$ cat src/rtl/svs_pkg.sv
package svs_pkg;
  typedef enum logic [2:0] {
    ST_IDLE,
    ST_LINE_CHK,
    ST_SETTLE_LOW,
    ST_CLK_RESTART,
    ST_PWR_OFF,
    ST_SETTLE_HIGH
  } svs_state_e;
endpackage

$ cat src/rtl/svs_ms_timer.sv
module svs_ms_timer #(
  parameter int CYC_PER_MS = 50000,
  parameter int MS_W       = 4,
  localparam int PRE_W     = (CYC_PER_MS > 1) ? $clog2(CYC_PER_MS) : 1
) (
  input  logic            clk_i,
  input  logic            rst_ni,
  input  logic            start_i,
  input  logic [MS_W-1:0] ms_i,
  output logic            expire_o
);
  logic [PRE_W-1:0] pre_q;
  logic [MS_W-1:0]  ms_q;
  logic             run_q;
  logic             ms_tick;

  assign ms_tick  = run_q && (pre_q == PRE_W'(CYC_PER_MS - 1));
  assign expire_o = ms_tick && (ms_q == MS_W'(1));

  always_ff @(posedge clk_i or negedge rst_ni) begin
    if (!rst_ni) begin
      pre_q <= '0;
      ms_q  <= '0;
      run_q <= 1'b0;
    end else if (start_i) begin
      pre_q <= '0;
      ms_q  <= ms_i;
      run_q <= 1'b1;
    end else if (run_q) begin
      if (ms_tick) begin
        pre_q <= '0;
        ms_q  <= ms_q - MS_W'(1);
        if (ms_q == MS_W'(1)) run_q <= 1'b0;
      end else begin
        pre_q <= pre_q + PRE_W'(1);
      end
    end
  end
endmodule

$ cat src/rtl/svs_fsm.sv
module svs_fsm
  import svs_pkg::*;
#(
  parameter int MS_W       = 4,
  parameter int SWITCH_MS  = 5,
  parameter int RESTART_MS = 1,
  parameter int PWR_OFF_MS = 1
) (
  input  logic            clk_i,
  input  logic            rst_ni,
  input  logic            req_valid_i,
  input  logic            req_low_i,
  input  logic            ctrl_v3_i,
  input  logic [3:0]      dat_lvl_i,
  input  logic            low_en_fb_i,
  input  logic            expire_i,
  output logic            tmr_start_o,
  output logic [MS_W-1:0] tmr_ms_o,
  output logic            card_clk_en_o,
  output logic            low_sig_en_o,
  output logic            bus_pwr_en_o,
  output logic            busy_o,
  output logic            done_o,
  output logic            ok_o,
  output logic            err_o,
  output logic            retry_o,
  output logic            low_req_flag_o
);
  localparam logic [MS_W-1:0] SW_T  = MS_W'(SWITCH_MS);
  localparam logic [MS_W-1:0] RS_T  = MS_W'(RESTART_MS);
  localparam logic [MS_W-1:0] PO_T  = MS_W'(PWR_OFF_MS);

  svs_state_e st_q;
  logic       noop_req;
  logic       lines_idle, lines_high;

  assign lines_idle = (dat_lvl_i == 4'b0000);
  assign lines_high = (dat_lvl_i == 4'b1111);
  assign noop_req   = !ctrl_v3_i || (req_low_i && low_sig_en_o);
  assign busy_o     = (st_q != ST_IDLE);

  always_comb begin
    tmr_start_o = 1'b0;
    tmr_ms_o    = PO_T;
    unique case (st_q)
      ST_IDLE:
        if (req_valid_i && !noop_req && !req_low_i) begin
          tmr_start_o = 1'b1;
          tmr_ms_o    = SW_T;
        end
      ST_LINE_CHK: begin
        tmr_start_o = 1'b1;
        tmr_ms_o    = lines_idle ? SW_T : PO_T;
      end
      ST_SETTLE_LOW:
        if (expire_i) begin
          tmr_start_o = 1'b1;
          tmr_ms_o    = low_en_fb_i ? RS_T : PO_T;
        end
      ST_CLK_RESTART:
        if (expire_i && !lines_high) begin
          tmr_start_o = 1'b1;
          tmr_ms_o    = PO_T;
        end
      default: ;
    endcase
  end

  always_ff @(posedge clk_i or negedge rst_ni) begin
    if (!rst_ni) begin
      st_q           <= ST_IDLE;
      card_clk_en_o  <= 1'b0;
      low_sig_en_o   <= 1'b0;
      bus_pwr_en_o   <= 1'b0;
      done_o         <= 1'b0;
      ok_o           <= 1'b0;
      err_o          <= 1'b0;
      retry_o        <= 1'b0;
      low_req_flag_o <= 1'b1;
    end else begin
      done_o <= 1'b0;
      unique case (st_q)
        ST_IDLE:
          if (req_valid_i) begin
            ok_o    <= 1'b0;
            err_o   <= 1'b0;
            retry_o <= 1'b0;
            if (noop_req) begin
              done_o <= 1'b1;
              ok_o   <= 1'b1;
            end else if (req_low_i) begin
              card_clk_en_o <= 1'b0;
              st_q          <= ST_LINE_CHK;
            end else begin
              low_sig_en_o <= 1'b0;
              st_q         <= ST_SETTLE_HIGH;
            end
          end
        ST_LINE_CHK:
          if (lines_idle) begin
            low_sig_en_o <= 1'b1;
            st_q         <= ST_SETTLE_LOW;
          end else begin
            low_sig_en_o <= 1'b0;
            bus_pwr_en_o <= 1'b0;
            st_q         <= ST_PWR_OFF;
          end
        ST_SETTLE_LOW:
          if (expire_i) begin
            if (low_en_fb_i) begin
              card_clk_en_o <= 1'b1;
              st_q          <= ST_CLK_RESTART;
            end else begin
              low_sig_en_o <= 1'b0;
              bus_pwr_en_o <= 1'b0;
              st_q         <= ST_PWR_OFF;
            end
          end
        ST_CLK_RESTART:
          if (expire_i) begin
            if (lines_high) begin
              done_o <= 1'b1;
              ok_o   <= 1'b1;
              st_q   <= ST_IDLE;
            end else begin
              low_sig_en_o <= 1'b0;
              bus_pwr_en_o <= 1'b0;
              st_q         <= ST_PWR_OFF;
            end
          end
        ST_PWR_OFF:
          if (expire_i) begin
            bus_pwr_en_o   <= 1'b1;
            low_req_flag_o <= 1'b0;
            done_o         <= 1'b1;
            retry_o        <= 1'b1;
            st_q           <= ST_IDLE;
          end
        ST_SETTLE_HIGH:
          if (expire_i) begin
            done_o <= 1'b1;
            ok_o   <= !low_en_fb_i;
            err_o  <= low_en_fb_i;
            st_q   <= ST_IDLE;
          end
        default: st_q <= ST_IDLE;
      endcase
    end
  end
endmodule

$ cat src/rtl/sig_volt_seq.sv
module sig_volt_seq #(
  parameter int CYC_PER_MS = 50000,
  parameter int SWITCH_MS  = 5,
  parameter int RESTART_MS = 1,
  parameter int PWR_OFF_MS = 1
) (
  input  logic       clk_i,
  input  logic       rst_ni,
  input  logic       req_valid_i,
  input  logic       req_low_i,
  input  logic       ctrl_v3_i,
  input  logic [3:0] dat_lvl_i,
  input  logic       low_en_fb_i,
  output logic       card_clk_en_o,
  output logic       low_sig_en_o,
  output logic       bus_pwr_en_o,
  output logic       busy_o,
  output logic       done_o,
  output logic       ok_o,
  output logic       err_o,
  output logic       retry_o,
  output logic       low_req_flag_o
);
  localparam int MAX_MS = (SWITCH_MS > RESTART_MS) ?
                          ((SWITCH_MS > PWR_OFF_MS) ? SWITCH_MS : PWR_OFF_MS) :
                          ((RESTART_MS > PWR_OFF_MS) ? RESTART_MS : PWR_OFF_MS);
  localparam int MS_W = $clog2(MAX_MS + 1);

  logic            tmr_start;
  logic [MS_W-1:0] tmr_ms;
  logic            tmr_expire;

  svs_ms_timer #(
    .CYC_PER_MS(CYC_PER_MS),
    .MS_W      (MS_W)
  ) u_timer (
    .clk_i   (clk_i),
    .rst_ni  (rst_ni),
    .start_i (tmr_start),
    .ms_i    (tmr_ms),
    .expire_o(tmr_expire)
  );

  svs_fsm #(
    .MS_W      (MS_W),
    .SWITCH_MS (SWITCH_MS),
    .RESTART_MS(RESTART_MS),
    .PWR_OFF_MS(PWR_OFF_MS)
  ) u_fsm (
    .clk_i         (clk_i),
    .rst_ni        (rst_ni),
    .req_valid_i   (req_valid_i),
    .req_low_i     (req_low_i),
    .ctrl_v3_i     (ctrl_v3_i),
    .dat_lvl_i     (dat_lvl_i),
    .low_en_fb_i   (low_en_fb_i),
    .expire_i      (tmr_expire),
    .tmr_start_o   (tmr_start),
    .tmr_ms_o      (tmr_ms),
    .card_clk_en_o (card_clk_en_o),
    .low_sig_en_o  (low_sig_en_o),
    .bus_pwr_en_o  (bus_pwr_en_o),
    .busy_o        (busy_o),
    .done_o        (done_o),
    .ok_o          (ok_o),
    .err_o         (err_o),
    .retry_o       (retry_o),
    .low_req_flag_o(low_req_flag_o)
  );
endmodule

$ cat config.mk
export PLATFORM = sky130hd
export DESIGN_NAME = sig_volt_seq
export DESIGN_NICKNAME = d
export VERILOG_FILES = /design/src/rtl/svs_pkg.sv /design/src/rtl/svs_ms_timer.sv /design/src/rtl/svs_fsm.sv /design/src/rtl/sig_volt_seq.sv
export SDC_FILE = /design/constraint.sdc
export NUM_CORES = 1
export LEC_CHECK = 0
export ABC_AREA = 1
export BUFFER_PORTS_ARGS = -buffer_cell sky130_fd_sc_hd__buf_4
export CAP_MARGIN = 20
export CORE_ASPECT_RATIO = 0.5
export CORE_MARGIN = 5
export CORE_UTILIZATION = 45
export DETAILED_ROUTE_END_ITERATION = 7
export HOLD_SLACK_MARGIN = 0.12
export PLACE_DENSITY_LB_ADDON = 0.1
export RECOVER_POWER = 50
export SYNTH_ARGS = -nofsm -noshare
export SYNTH_HDL_FRONTEND = slang
export SYNTH_SLANG_ARGS = --single-unit
export TNS_END_PERCENT = 30
$ cat constraint.sdc
create_clock -name clk_i -period 2.42 [get_ports clk_i]
set_input_delay 0 -clock clk_i [delete_from_list [all_inputs] [get_ports clk_i]]
set_output_delay 0 -clock clk_i [all_outputs]
set_load 0.01 [all_outputs]
==> flow_metrics.env, run 1 <==
export IMPL_cts_tree="done"
export IMPL_rsz0062_at_grt="false"
export IMPL_vdd_drop_max_uv=355
export IMPL_pwr_share_clk=0.196
export IMPL_period_share=0.800
export IMPL_clk_latency_ns=0.28
export IMPL_synth_area_mm2=0.00222
export IMPL_startpoint_type="register"
export IMPL_nFillCells=488
export IMPL_final_nets=360
export IMPL_final_common_cell="nand2_1"
export IMPL_cts_htree_levels=2
export IMPL_status="completed"
export IMPL_path_clk_slew_ns=0.07
export IMPL_seqPwrFrac=0.388
export IMPL_avgRoutedWirePerCell_um=12.4
export IMPL_finalNonFillerCells=418
export IMPL_grt_busiest_layer="met2"
export IMPL_ys_ff_latch=31
export IMPL_required_ns=2.62
export IMPL_antenna_found_initial=0
export IMPL_grt_pass1_wl_mm=9.06
export IMPL_worstMarginPinSlew_ns=0.548
export IMPL_clock_sinks=31
export IMPL_syn_to_final_growth_pct=13.6
export IMPL_wirelength_mm=5.19
export IMPL_cts_setup_buffers=0
export IMPL_maxSlewViolCount=0
export IMPL_power_leakage_nw=1.35
export IMPL_overflow=0
export IMPL_p_int_w=0.00116
export IMPL_synthCells=320
export IMPL_finalSetupViolCount=0
export IMPL_numPortBuffers=18
export IMPL_critical_path_class="register to register"
export IMPL_coreArea_mm2=0.00484
export IMPL_final_antenna_net_count=0
export IMPL_drc_errors=0
export IMPL_gp_congestion=0.864
export IMPL_cp_arrival_ns=2.14
export IMPL_rows=18
export IMPL_slowest_delay_ns=0.69
export IMPL_grt_use_met2=0.295
export IMPL_dr_total_vias=2033
export IMPL_start_util=0.459
export IMPL_yosysWarnings=0
export IMPL_final_cell_mix="nand2_1 (104), nor2_1 (40), inv_1 (37)"
export IMPL_worstSetupEndpointType="register"
export IMPL_grtUsageMet3=0.0421
export IMPL_synth_top_area_share=0.338
export IMPL_ios=19
export IMPL_use_met1=0.244
export IMPL_synth_nets=333
export IMPL_total_power_w=0.00203
export IMPL_cts_buffers=5
export IMPL_drt_pass1_iterations=4
export IMPL_fin_worst_skew_ns=0.00902
export IMPL_die_width_um=109
export IMPL_path_cells="nand2_1, nor3_2, nand4_1, nand2_1, nand4_1, o21ai_0"
export IMPL_ys_seq_area_frac=0.350
export IMPL_maxCapViolations=0
export IMPL_grt_pass1_vias=1951
export IMPL_p_sw_frac=0.427
export IMPL_clock_path_buffers=2
export IMPL_dp_cells=405
export IMPL_grt_max_degree=32
export IMPL_hold_class="input pin to async pin"
export IMPL_power_switching_w=0.000869
export IMPL_syn_area_per_cell_um2=6.94
export IMPL_yosysUniqueCellTypes=32
export IMPL_drive_gt1_frac=0.167
export IMPL_finalHoldViolCount=0
export IMPL_setup_tns_ns=0
export IMPL_fp_dieH_um=59.7
export IMPL_p_comb_frac=0.416
export IMPL_drt_vias_per_instance=4.86
export IMPL_hpwl_mm=3.76
export IMPL_clock_root_buffer="clkbuf_8"
export IMPL_relSlewSlack=0.635
export IMPL_track_usage=0.179
export IMPL_synth_area_top_cells="dfrtp_1 (34%), nand2_1 (18%), nand3_1 (6.8%)"
export IMPL_num_antenna_cells=0
export IMPL_cp_max_fo=15
export IMPL_min_period_ns=1.94
export IMPL_drtIter0Drc=64
export IMPL_cp_slowest_cell="dfrtp_1"
export IMPL_yosysTopAreaCell="dfrtp_1"
export IMPL_dieArea_mm2=0.00653
export IMPL_p_per_area_mw_per_mm2=806
export IMPL_max_freq_mhz=516
power by group through the flow:
stage / combinational, W / clock, W / sequential (W)
3_5_place_dp: 0.000863 / 0 / 0.000796
4_1_cts: 0.000869 / 0.000415 / 0.000790
5_1_grt: 0.000978 / 0.000436 / 0.000813
6_report: 0.000846 / 0.000399 / 0.000789
2_1_floorplan: 0.000709 / 0 / 0.000750
3_3_place_gp: 0.000851 / 0 / 0.000793
cell families (layout without fill, tap and decap cells):
logic type,Yosys count,after routing,share of synthesized area
AND/OR/NAND/NOR,216,216,0.463
buffers and inverters,46,74,0.0952
flip-flops,31,31,0.350
AO/OA/AOI/OAI,17,17,0.0473
XOR/XNOR,7,7,0.0276
adder cells (fa/ha/maj),3,3,0.0169
Yosys cell counts, drive strengths merged:
cell and number:
nor3 7, o21bai 1, nor2 47, nand2 113, dfstp 1, o31ai 1, nand3 38, ha 3
xor2 5, dfrtp 30, o21ai 8, clkinv 1, a21oi 7, buf 4, inv 41, xnor2 2
or2 3, nand4 8
sequential cells by signal, indices dropped and copies added, names as in the netlist:
signal                flops
u_timer.pre_q            16
u_fsm.st_q                3
u_timer.ms_q              3
u_fsm.bus_pwr_en_o        1
u_fsm.card_clk_en_o       1
u_fsm.done_o              1
u_fsm.err_o               1
u_fsm.low_req_flag_o      1
u_fsm.low_sig_en_o        1
u_fsm.ok_o                1
u_fsm.retry_o             1
u_timer.run_q             1
stage by stage:
stage	setup slack [ns]	hold slack, ns	area (µm²)	utilization
floorplan	0.800	-0.296	2220	-
global placement	0.574	-0.0332	2410	0.497
detailed placement	0.507	-0.0213	2410	0.497
CTS	0.484	0.189	2540	0.524
global route	0.311	0.228	2520	0.521
finish	0.484	0.186	2520	0.521
worst paths after layout:
path,cells after the start,from,end,slack [ns]
max,6,u_timer.run_q$_DFF_PN0_,u_fsm.st_q[2]$_DFFE_PN0P_,0.48
min,2,rst_ni,u_fsm.done_o$_DFF_PN0_,0.19
max reg2reg,6,u_timer.run_q$_DFF_PN0_,u_fsm.st_q[2]$_DFFE_PN0P_,0.48
min reg2reg,2,u_fsm.low_req_flag_o$_DFFE_PN1P_,u_fsm.low_req_flag_o$_DFFE_PN1P_,0.45
max in group asynchronous,2,rst_ni,u_fsm.low_req_flag_o$_DFFE_PN1P_,1.90
min in group clk_i,6,ctrl_v3_i,u_fsm.done_o$_DFF_PN0_,0.20
worst max-delay path: cells and delay by family, from the launching register on:
kind	cells	cell delay, ns
and+or+nand+nor	5	0.99
DFF	1	0.69
AOI/OAI and AO/OA	1	0.18
final cells by class:
type / count / area, µm² / share of cell area
flip-flops and latches: 31 / 777 / 0.308
well taps: 70 / 87.6 / 0.0347
multi-input cells: 243 / 1230 / 0.489
clock buffers: 7 / 76.3 / 0.0303
clock inverters: 1 / 5.00 / 0.00198
inverters: 42 / 166 / 0.0660
repair buffers: 24 / 178 / 0.0704
what timing repair did:
action / in CTS / in global routing
hold buffers: 5 / 0
endpoints found under the hold margin: 34 / 0
resized for setup: 0 / 0
routing by layer:
layer	share of wire	wire length [µm]	up-vias
li1	-	-	1056
met1	0.52	2700	937
met2	0.43	2220	35
met3	0.046	239	5
met4	0.0048	25	0
met5	0	0	-
(Power assumes the default switching activity.)
==> inputs of run 2 (changes only) <==
==> constraint.sdc (replaced) <==
create_clock -name clk_i -period 1.7 [get_ports clk_i]
set_input_delay 0 -clock clk_i [delete_from_list [all_inputs] [get_ports clk_i]]
set_output_delay 0 -clock clk_i [all_outputs]
set_load 0.01 [all_outputs]
==> flow_metrics.env, run 2 (synthesis results as in run 1) <==
export IMPL_status="completed"
export IMPL_largest_register="u_timer.pre_q"
export IMPL_highest_layer="met4"
export IMPL_grt_pass1_vias=1987
export IMPL_fin_worst_skew_ns=0.00622
export IMPL_maxCapViolations=0
export IMPL_num_antenna_cells=0
export IMPL_min_period_ns=1.60
export IMPL_rows=18
export IMPL_fp_dieH_um=59.7
export IMPL_clock_root_buffer="clkbuf_8"
export IMPL_worstSetupEndpointType="register"
export IMPL_setup_tns_ns=0
export IMPL_clock_sinks=31
export IMPL_critical_path_class="register to register"
export IMPL_path_cells="ha_4, nand3_4, nor2_4, nand3_2, nor2_2, nand2_2, nand2_8, nor2_4, nand2_1, nand2_1"
export IMPL_drt_vias_per_instance=4.94
export IMPL_maxSlewViolCount=0
export IMPL_cp_arrival_ns=1.82
export IMPL_coreArea_mm2=0.00484
export IMPL_dr_wl_met2_mm=2.48
export IMPL_cp_max_fo=8
export IMPL_grt_pass1_wl_mm=9.07
export IMPL_cp_num_buf_inv=0
export IMPL_relSlewSlack=0.456
export IMPL_final_cell_mix="nand2_1 (103), nor2_1 (37), buf_4 (37)"
export IMPL_drtIter0Drc=91
export IMPL_final_common_cell="nand2_1"
export IMPL_hold_class="input pin to register"
export IMPL_whs_ns=0.200
export IMPL_slowest_delay_ns=0.42
export IMPL_cts_buffers=5
export IMPL_wirelength_mm=5.47
export IMPL_max_freq_mhz=625
export IMPL_antenna_found_initial=0
export IMPL_path_clk_slew_ns=0.07
export IMPL_finalHoldViolCount=0
export IMPL_grt_max_degree=32
export IMPL_finalSetupViolCount=0
export IMPL_required_ns=1.92
export IMPL_hpwl_mm=3.99
export IMPL_cp_slowest_cell="dfrtp_1"
export IMPL_drt_pass1_iterations=5
export IMPL_largestRegisters="u_timer.pre_q x16, u_fsm.st_q x3, u_timer.ms_q x3"
export IMPL_period_share=0.941
export IMPL_cts_htree_levels=2
export IMPL_largest_register_ffs=16
export IMPL_die_width_um=109
export IMPL_start_util=0.459
export IMPL_vdd_drop_max_uv=469
export IMPL_drc_errors=0
export IMPL_startpoint_type="register"
export IMPL_cts_tree="done"
export IMPL_gp_congestion=0.906
export IMPL_setup_slack_ns=0.0995
export IMPL_numPortBuffers=18
export IMPL_dieArea_mm2=0.00653
export IMPL_track_usage=0.179
export IMPL_clk_latency_ns=0.28
export IMPL_syn_to_final_growth_pct=24.7
export IMPL_ios=19
export IMPL_p_per_area_mw_per_mm2=1150
export IMPL_overflow=0
export IMPL_final_antenna_net_count=0
export IMPL_clock_path_buffers=2
export IMPL_worstMarginPinSlew_ns=0.816
export IMPL_pre_cts_ws_ns=0.00337
export IMPL_final_nets=382
export IMPL_dr_total_vias=2172
export IMPL_cp_top_family="simple AND/OR/NAND/NOR gates"
export IMPL_drive_gt1_frac=0.243
export IMPL_dr_wl_met3_um=310
export IMPL_avgRoutedWirePerCell_um=12.4
export IMPL_power_leakage_nw=1.48
export IMPL_nFillCells=480
export IMPL_fin_util=0.572
export IMPL_drt_met1_wl_mm=2.64
-- run 2: metrics by stage --
stage / instances / total power, W / instance area, µm²
finish: 440 / 0.00318 / 2770
floorplan: 320 / 0.00208 / 2220
global route: 440 / 0.00347 / 2770
global placement: 422 / 0.00240 / 2530
detailed placement: 422 / 0.00242 / 2530
CTS: 436 / 0.00310 / 2690
-- run 2: final cells by class --
type,count,area (µm²),area share
timing repair buffer,45,340,0.123
multi-input combinational,244,1290,0.467
sequential,31,778,0.281
inverter,42,170,0.0615
clock buffer,8,100,0.0361
tap,70,87.6,0.0316
-- run 2: report_power, final --
part | internal, W | switching (W)
clock network | 0.000370 | 0.000292
registers | 0.000912 | 0.000172
logic | 0.000563 | 0.000869
-- run 2: tightest hold or removal path, delay by kind of cell --
kind,cells,cell delay [ns]
compound gates,1,0.07
buf+inv,2,0.14
simple gates,3,0.22
-- run 2: path summary, 6_finish.rpt --
check                                                      start  slack (ns)  cells after the start                                to
worst min-delay path                                   req_low_i        0.20                      6         u_fsm.st_q[2]$_DFFE_PN0P_
worst min register to register  u_fsm.low_req_flag_o$_DFFE_PN1P_        0.45                      2  u_fsm.low_req_flag_o$_DFFE_PN1P_
worst max register to register      u_timer.pre_q[1]$_DFFE_PN0P_         0.1                     10      u_timer.pre_q[8]$_DFFE_PN0P_
max in group asynchronous                                 rst_ni        0.79                      2      u_timer.pre_q[3]$_DFFE_PN0P_
min in group asynchronous                                 rst_ni        0.34                      2         u_fsm.st_q[2]$_DFFE_PN0P_
worst max-delay path                u_timer.pre_q[1]$_DFFE_PN0P_         0.1                     10      u_timer.pre_q[8]$_DFFE_PN0P_
-- run 2: repair_timing --
action / CTS / global route
hold buffers: 5 / 0
pin swaps: 2 / 1
gates cloned: 0 / 1
resized for setup: 0 / 14
setup endpoints to repair: 2 / 25
setup buffers: 1 / 3
hold endpoints to repair: 34 / 0
-- run 2: layer usage --
metal  vias up  track usage
met5         -            0
met4         0       0.0160
met3         6       0.0496
met2        53        0.294
met1      1006        0.248
li1       1107            -
==> inputs of run 3 (changes only) <==
--- a/config.mk
+++ b/config.mk
@@ -5,7 +5,6 @@
 export SDC_FILE = /design/constraint.sdc
 export NUM_CORES = 1
 export LEC_CHECK = 0
-export ABC_AREA = 1
 export BUFFER_PORTS_ARGS = -buffer_cell sky130_fd_sc_hd__buf_4
 export CAP_MARGIN = 20
 export CORE_ASPECT_RATIO = 0.5
==> flow_metrics.env, run 3 <==
export IMPL_status="complete, but fails checks"
export IMPL_violations="negative setup slack"
export IMPL_worstMarginPinSlew_ns=0.799
export IMPL_start_util=0.465
export IMPL_synthArstFlopShare=1.00
export IMPL_ios=19
export IMPL_yosysTopAreaCell="dfrtp_1"
export IMPL_critical_path_class="register to register"
export IMPL_muxShareOfSynthArea=0.0111
export IMPL_fp_dieH_um=54.8
export IMPL_cp_max_fo=7
export IMPL_p_int_w=0.00114
export IMPL_dieArea_mm2=0.00546
export IMPL_dr_wl_met2_mm=2.11
export IMPL_drtIter0Drc=26
export IMPL_cp_top_family="simple AND/OR/NAND/NOR gates"
export IMPL_dr_total_vias=1628
export IMPL_synth_area_top_cells="dfrtp_1 (42%), nor2_1 (5.8%), xor2_1 (5.8%)"
export IMPL_final_common_cell="buf_4"
export IMPL_path_clk_slew_ns=0.07
export IMPL_rsz0062_at_grt="true"
export IMPL_cts_tree="done"
export IMPL_maxSlewViolCount=0
export IMPL_coreArea_mm2=0.00388
export IMPL_final_antenna_net_count=0
export IMPL_largest_register="u_timer.pre_q"
export IMPL_drt_met1_wl_mm=2.16
export IMPL_yosysWarnings=0
export IMPL_yosysUniqueCellTypes=52
export IMPL_largest_register_ffs=16
export IMPL_finalSetupViolCount=30
export IMPL_hpwl_mm=3.19
export IMPL_drive_gt1_frac=0.300
export IMPL_grt_pass1_vias=1694
export IMPL_pwr_share_clk=0.443
export IMPL_p_comb_frac=0.047
export IMPL_final_nets=265
export IMPL_grt_max_degree=32
export IMPL_hold_class="input pin to register"
export IMPL_clock_sinks=31
export IMPL_placed_area_mm2=0.00220
export IMPL_synth_area_mm2=0.00181
export IMPL_clock_root_buffer="clkbuf_8"
export IMPL_synthCells=199
export IMPL_synth_xor_xnor_area_share=0.0631
export IMPL_required_ns=1.86
export IMPL_drt_pass1_iterations=4
export IMPL_num_antenna_cells=0
export IMPL_relSlewSlack=0.468
export IMPL_period_share=1.11
export IMPL_syn_area_per_cell_um2=9.07
export IMPL_cp_num_buf_inv=1
export IMPL_synth_commonest_cells="dfrtp_1 (30), nor2_1 (28), nand2_1 (17)"
export IMPL_fin_area_mm2=0.00245
export IMPL_yosys_area_share_simple=0.264
export IMPL_dp_cells=289
export IMPL_setup_slack_ns=-0.181
export IMPL_clock_path_buffers=2
export IMPL_p_per_area_mw_per_mm2=591
export IMPL_power_switching_w=0.000310
export IMPL_max_freq_mhz=532
export IMPL_drc_errors=0
export IMPL_synthAdderAreaFrac=0.0208
export IMPL_synth_top_family_by_area="simple AND/OR/NAND/NOR gates"
export IMPL_gp_congestion=0.894
export IMPL_path_cells="or4_4, nor4_4, buf_6, and2_4, mux2i_1, o211ai_1"
export IMPL_finalHoldViolCount=0
export IMPL_p_sw_frac=0.214
export IMPL_ys_dominant_reg_cell="dfrtp_1"
export IMPL_cts_buffers=5
export IMPL_avgRoutedWirePerCell_um=14.7
export IMPL_antenna_found_initial=0
export IMPL_highest_layer="met4"
export IMPL_drt_vias_per_instance=5.30
export IMPL_seqPwrFrac=0.510
export IMPL_die_width_um=99.6
export IMPL_synth_edf_count=0
export IMPL_ys_ff_latch=31
export IMPL_ys_seq_area_frac=0.430
export IMPL_final_cell_mix="buf_4 (45), dfrtp_1 (30), nor2_1 (24)"
export IMPL_slowest_delay_ns=0.54
export IMPL_grt_pass1_wl_mm=7.82
export IMPL_finalNonFillerCells=307
export IMPL_worstSetupEndpointType="register"
export IMPL_min_period_ns=1.88
export IMPL_synth_nets=212
export IMPL_synth_compound_area_share=0.179
export IMPL_cts_htree_levels=2
export IMPL_synthMostInstantiatedCell="dfrtp_1"
export IMPL_rows=16
export IMPL_dr_wl_met3_um=203
export IMPL_track_usage=0.189
export IMPL_whs_ns=0.172
export IMPL_cp_slowest_cell="or4_4"
export IMPL_clk_latency_ns=0.29
export IMPL_numPortBuffers=18
export IMPL_startpoint_type="register"
export IMPL_power_leakage_nw=1.09
export IMPL_cp_arrival_ns=2.04
export IMPL_wirelength_mm=4.53
export IMPL_fin_worst_skew_ns=0.00833
export IMPL_synth_top_area_share=0.416
export IMPL_largestRegisters="u_timer.pre_q x16, u_fsm.st_q x3, u_timer.ms_q x3"
export IMPL_overflow=0
export IMPL_maxCapViolations=0
export IMPL_vdd_drop_max_uv=369
export IMPL_syn_to_final_growth_pct=35.7
[run 3: cell families after synthesis]
group	count (synthesis)
flip-flops	31
AND/OR/NAND/NOR	90
XOR/XNOR	13
adder cells (fa/ha/maj)	3
AO/OA/AOI/OAI	46
buffers and inverters	14
multiplexers	2
[run 3: cell type report]
type / instances / area [µm²]
multi-input combinational: 154 / 1040
tap: 54 / 67.6
timing repair buffer: 56 / 448
inverter: 4 / 15.0
sequential: 31 / 777
clock buffer: 8 / 100
fill: 327 / 1430
[run 3: final timing paths]
check | slack [ns] | to | cells past startpoint | start
setup / recovery | -0.18 | u_fsm.err_o$_DFFE_PN0P_ | 6 | u_timer.pre_q[10]$_DFFE_PN0P_
hold / removal | 0.17 | u_fsm.ok_o$_DFFE_PN0P_ | 4 | low_en_fb_i
setup reg to reg | -0.18 | u_fsm.err_o$_DFFE_PN0P_ | 6 | u_timer.pre_q[10]$_DFFE_PN0P_
hold reg to reg | 0.46 | u_fsm.low_req_flag_o$_DFFE_PN1P_ | 1 | u_fsm.low_req_flag_o$_DFFE_PN1P_
max in group asynchronous | 0.86 | u_timer.pre_q[13]$_DFFE_PN0P_ | 2 | rst_ni
min in group asynchronous | 0.32 | u_fsm.st_q[1]$_DFFE_PN0P_ | 2 | rst_ni
[run 3: timing repair]
action / CTS / global route
endpoints found under the hold margin: 33 / 0
buffers inserted: 3 / 0
pin swaps: 11 / 2
hold buffers: 6 / 0
resized for setup: 11 / 5
gates cloned: 1 / 0
setup endpoints to repair: 31 / 31
[run 3: power groups by stage]
stage	clock network [W]	registers [W]	logic [W]
2_1_floorplan	0	0.000753	0.0000148
3_3_place_gp	0	0.000753	0.0000565
3_5_place_dp	0	0.000753	0.0000581
4_1_cts	0.000662	0.000739	0.0000697
5_1_grt	0.000697	0.000738	0.0000771
6_report	0.000642	0.000739	0.0000680
[run 3: tightest hold or removal path, cell delays in order]
cell and delay (ns):
buf_4 0.11, a31oi_1 0.08, o22ai_1 0.14, mux2i_1 0.09
[run 3: per-stage QoR]
stage          setup slack [ns]  utilization  TNS (ns)  power [W]
2_1_floorplan            -0.194            -     -3.59   0.000768
3_3_place_gp             -0.199        0.567     -3.73   0.000809
3_5_place_dp             -0.270        0.567     -4.80   0.000811
4_1_cts                  -0.217        0.627     -4.16    0.00147
5_1_grt                  -0.313        0.631     -6.81    0.00151
6_report                 -0.181        0.631     -3.10    0.00145
[run 3: metal layers]
metal,vias up,global-route usage
met5,-,0
met4,0,0.0658
met3,6,0.0471
met2,27,0.323
met1,774,0.238
li1,821,-
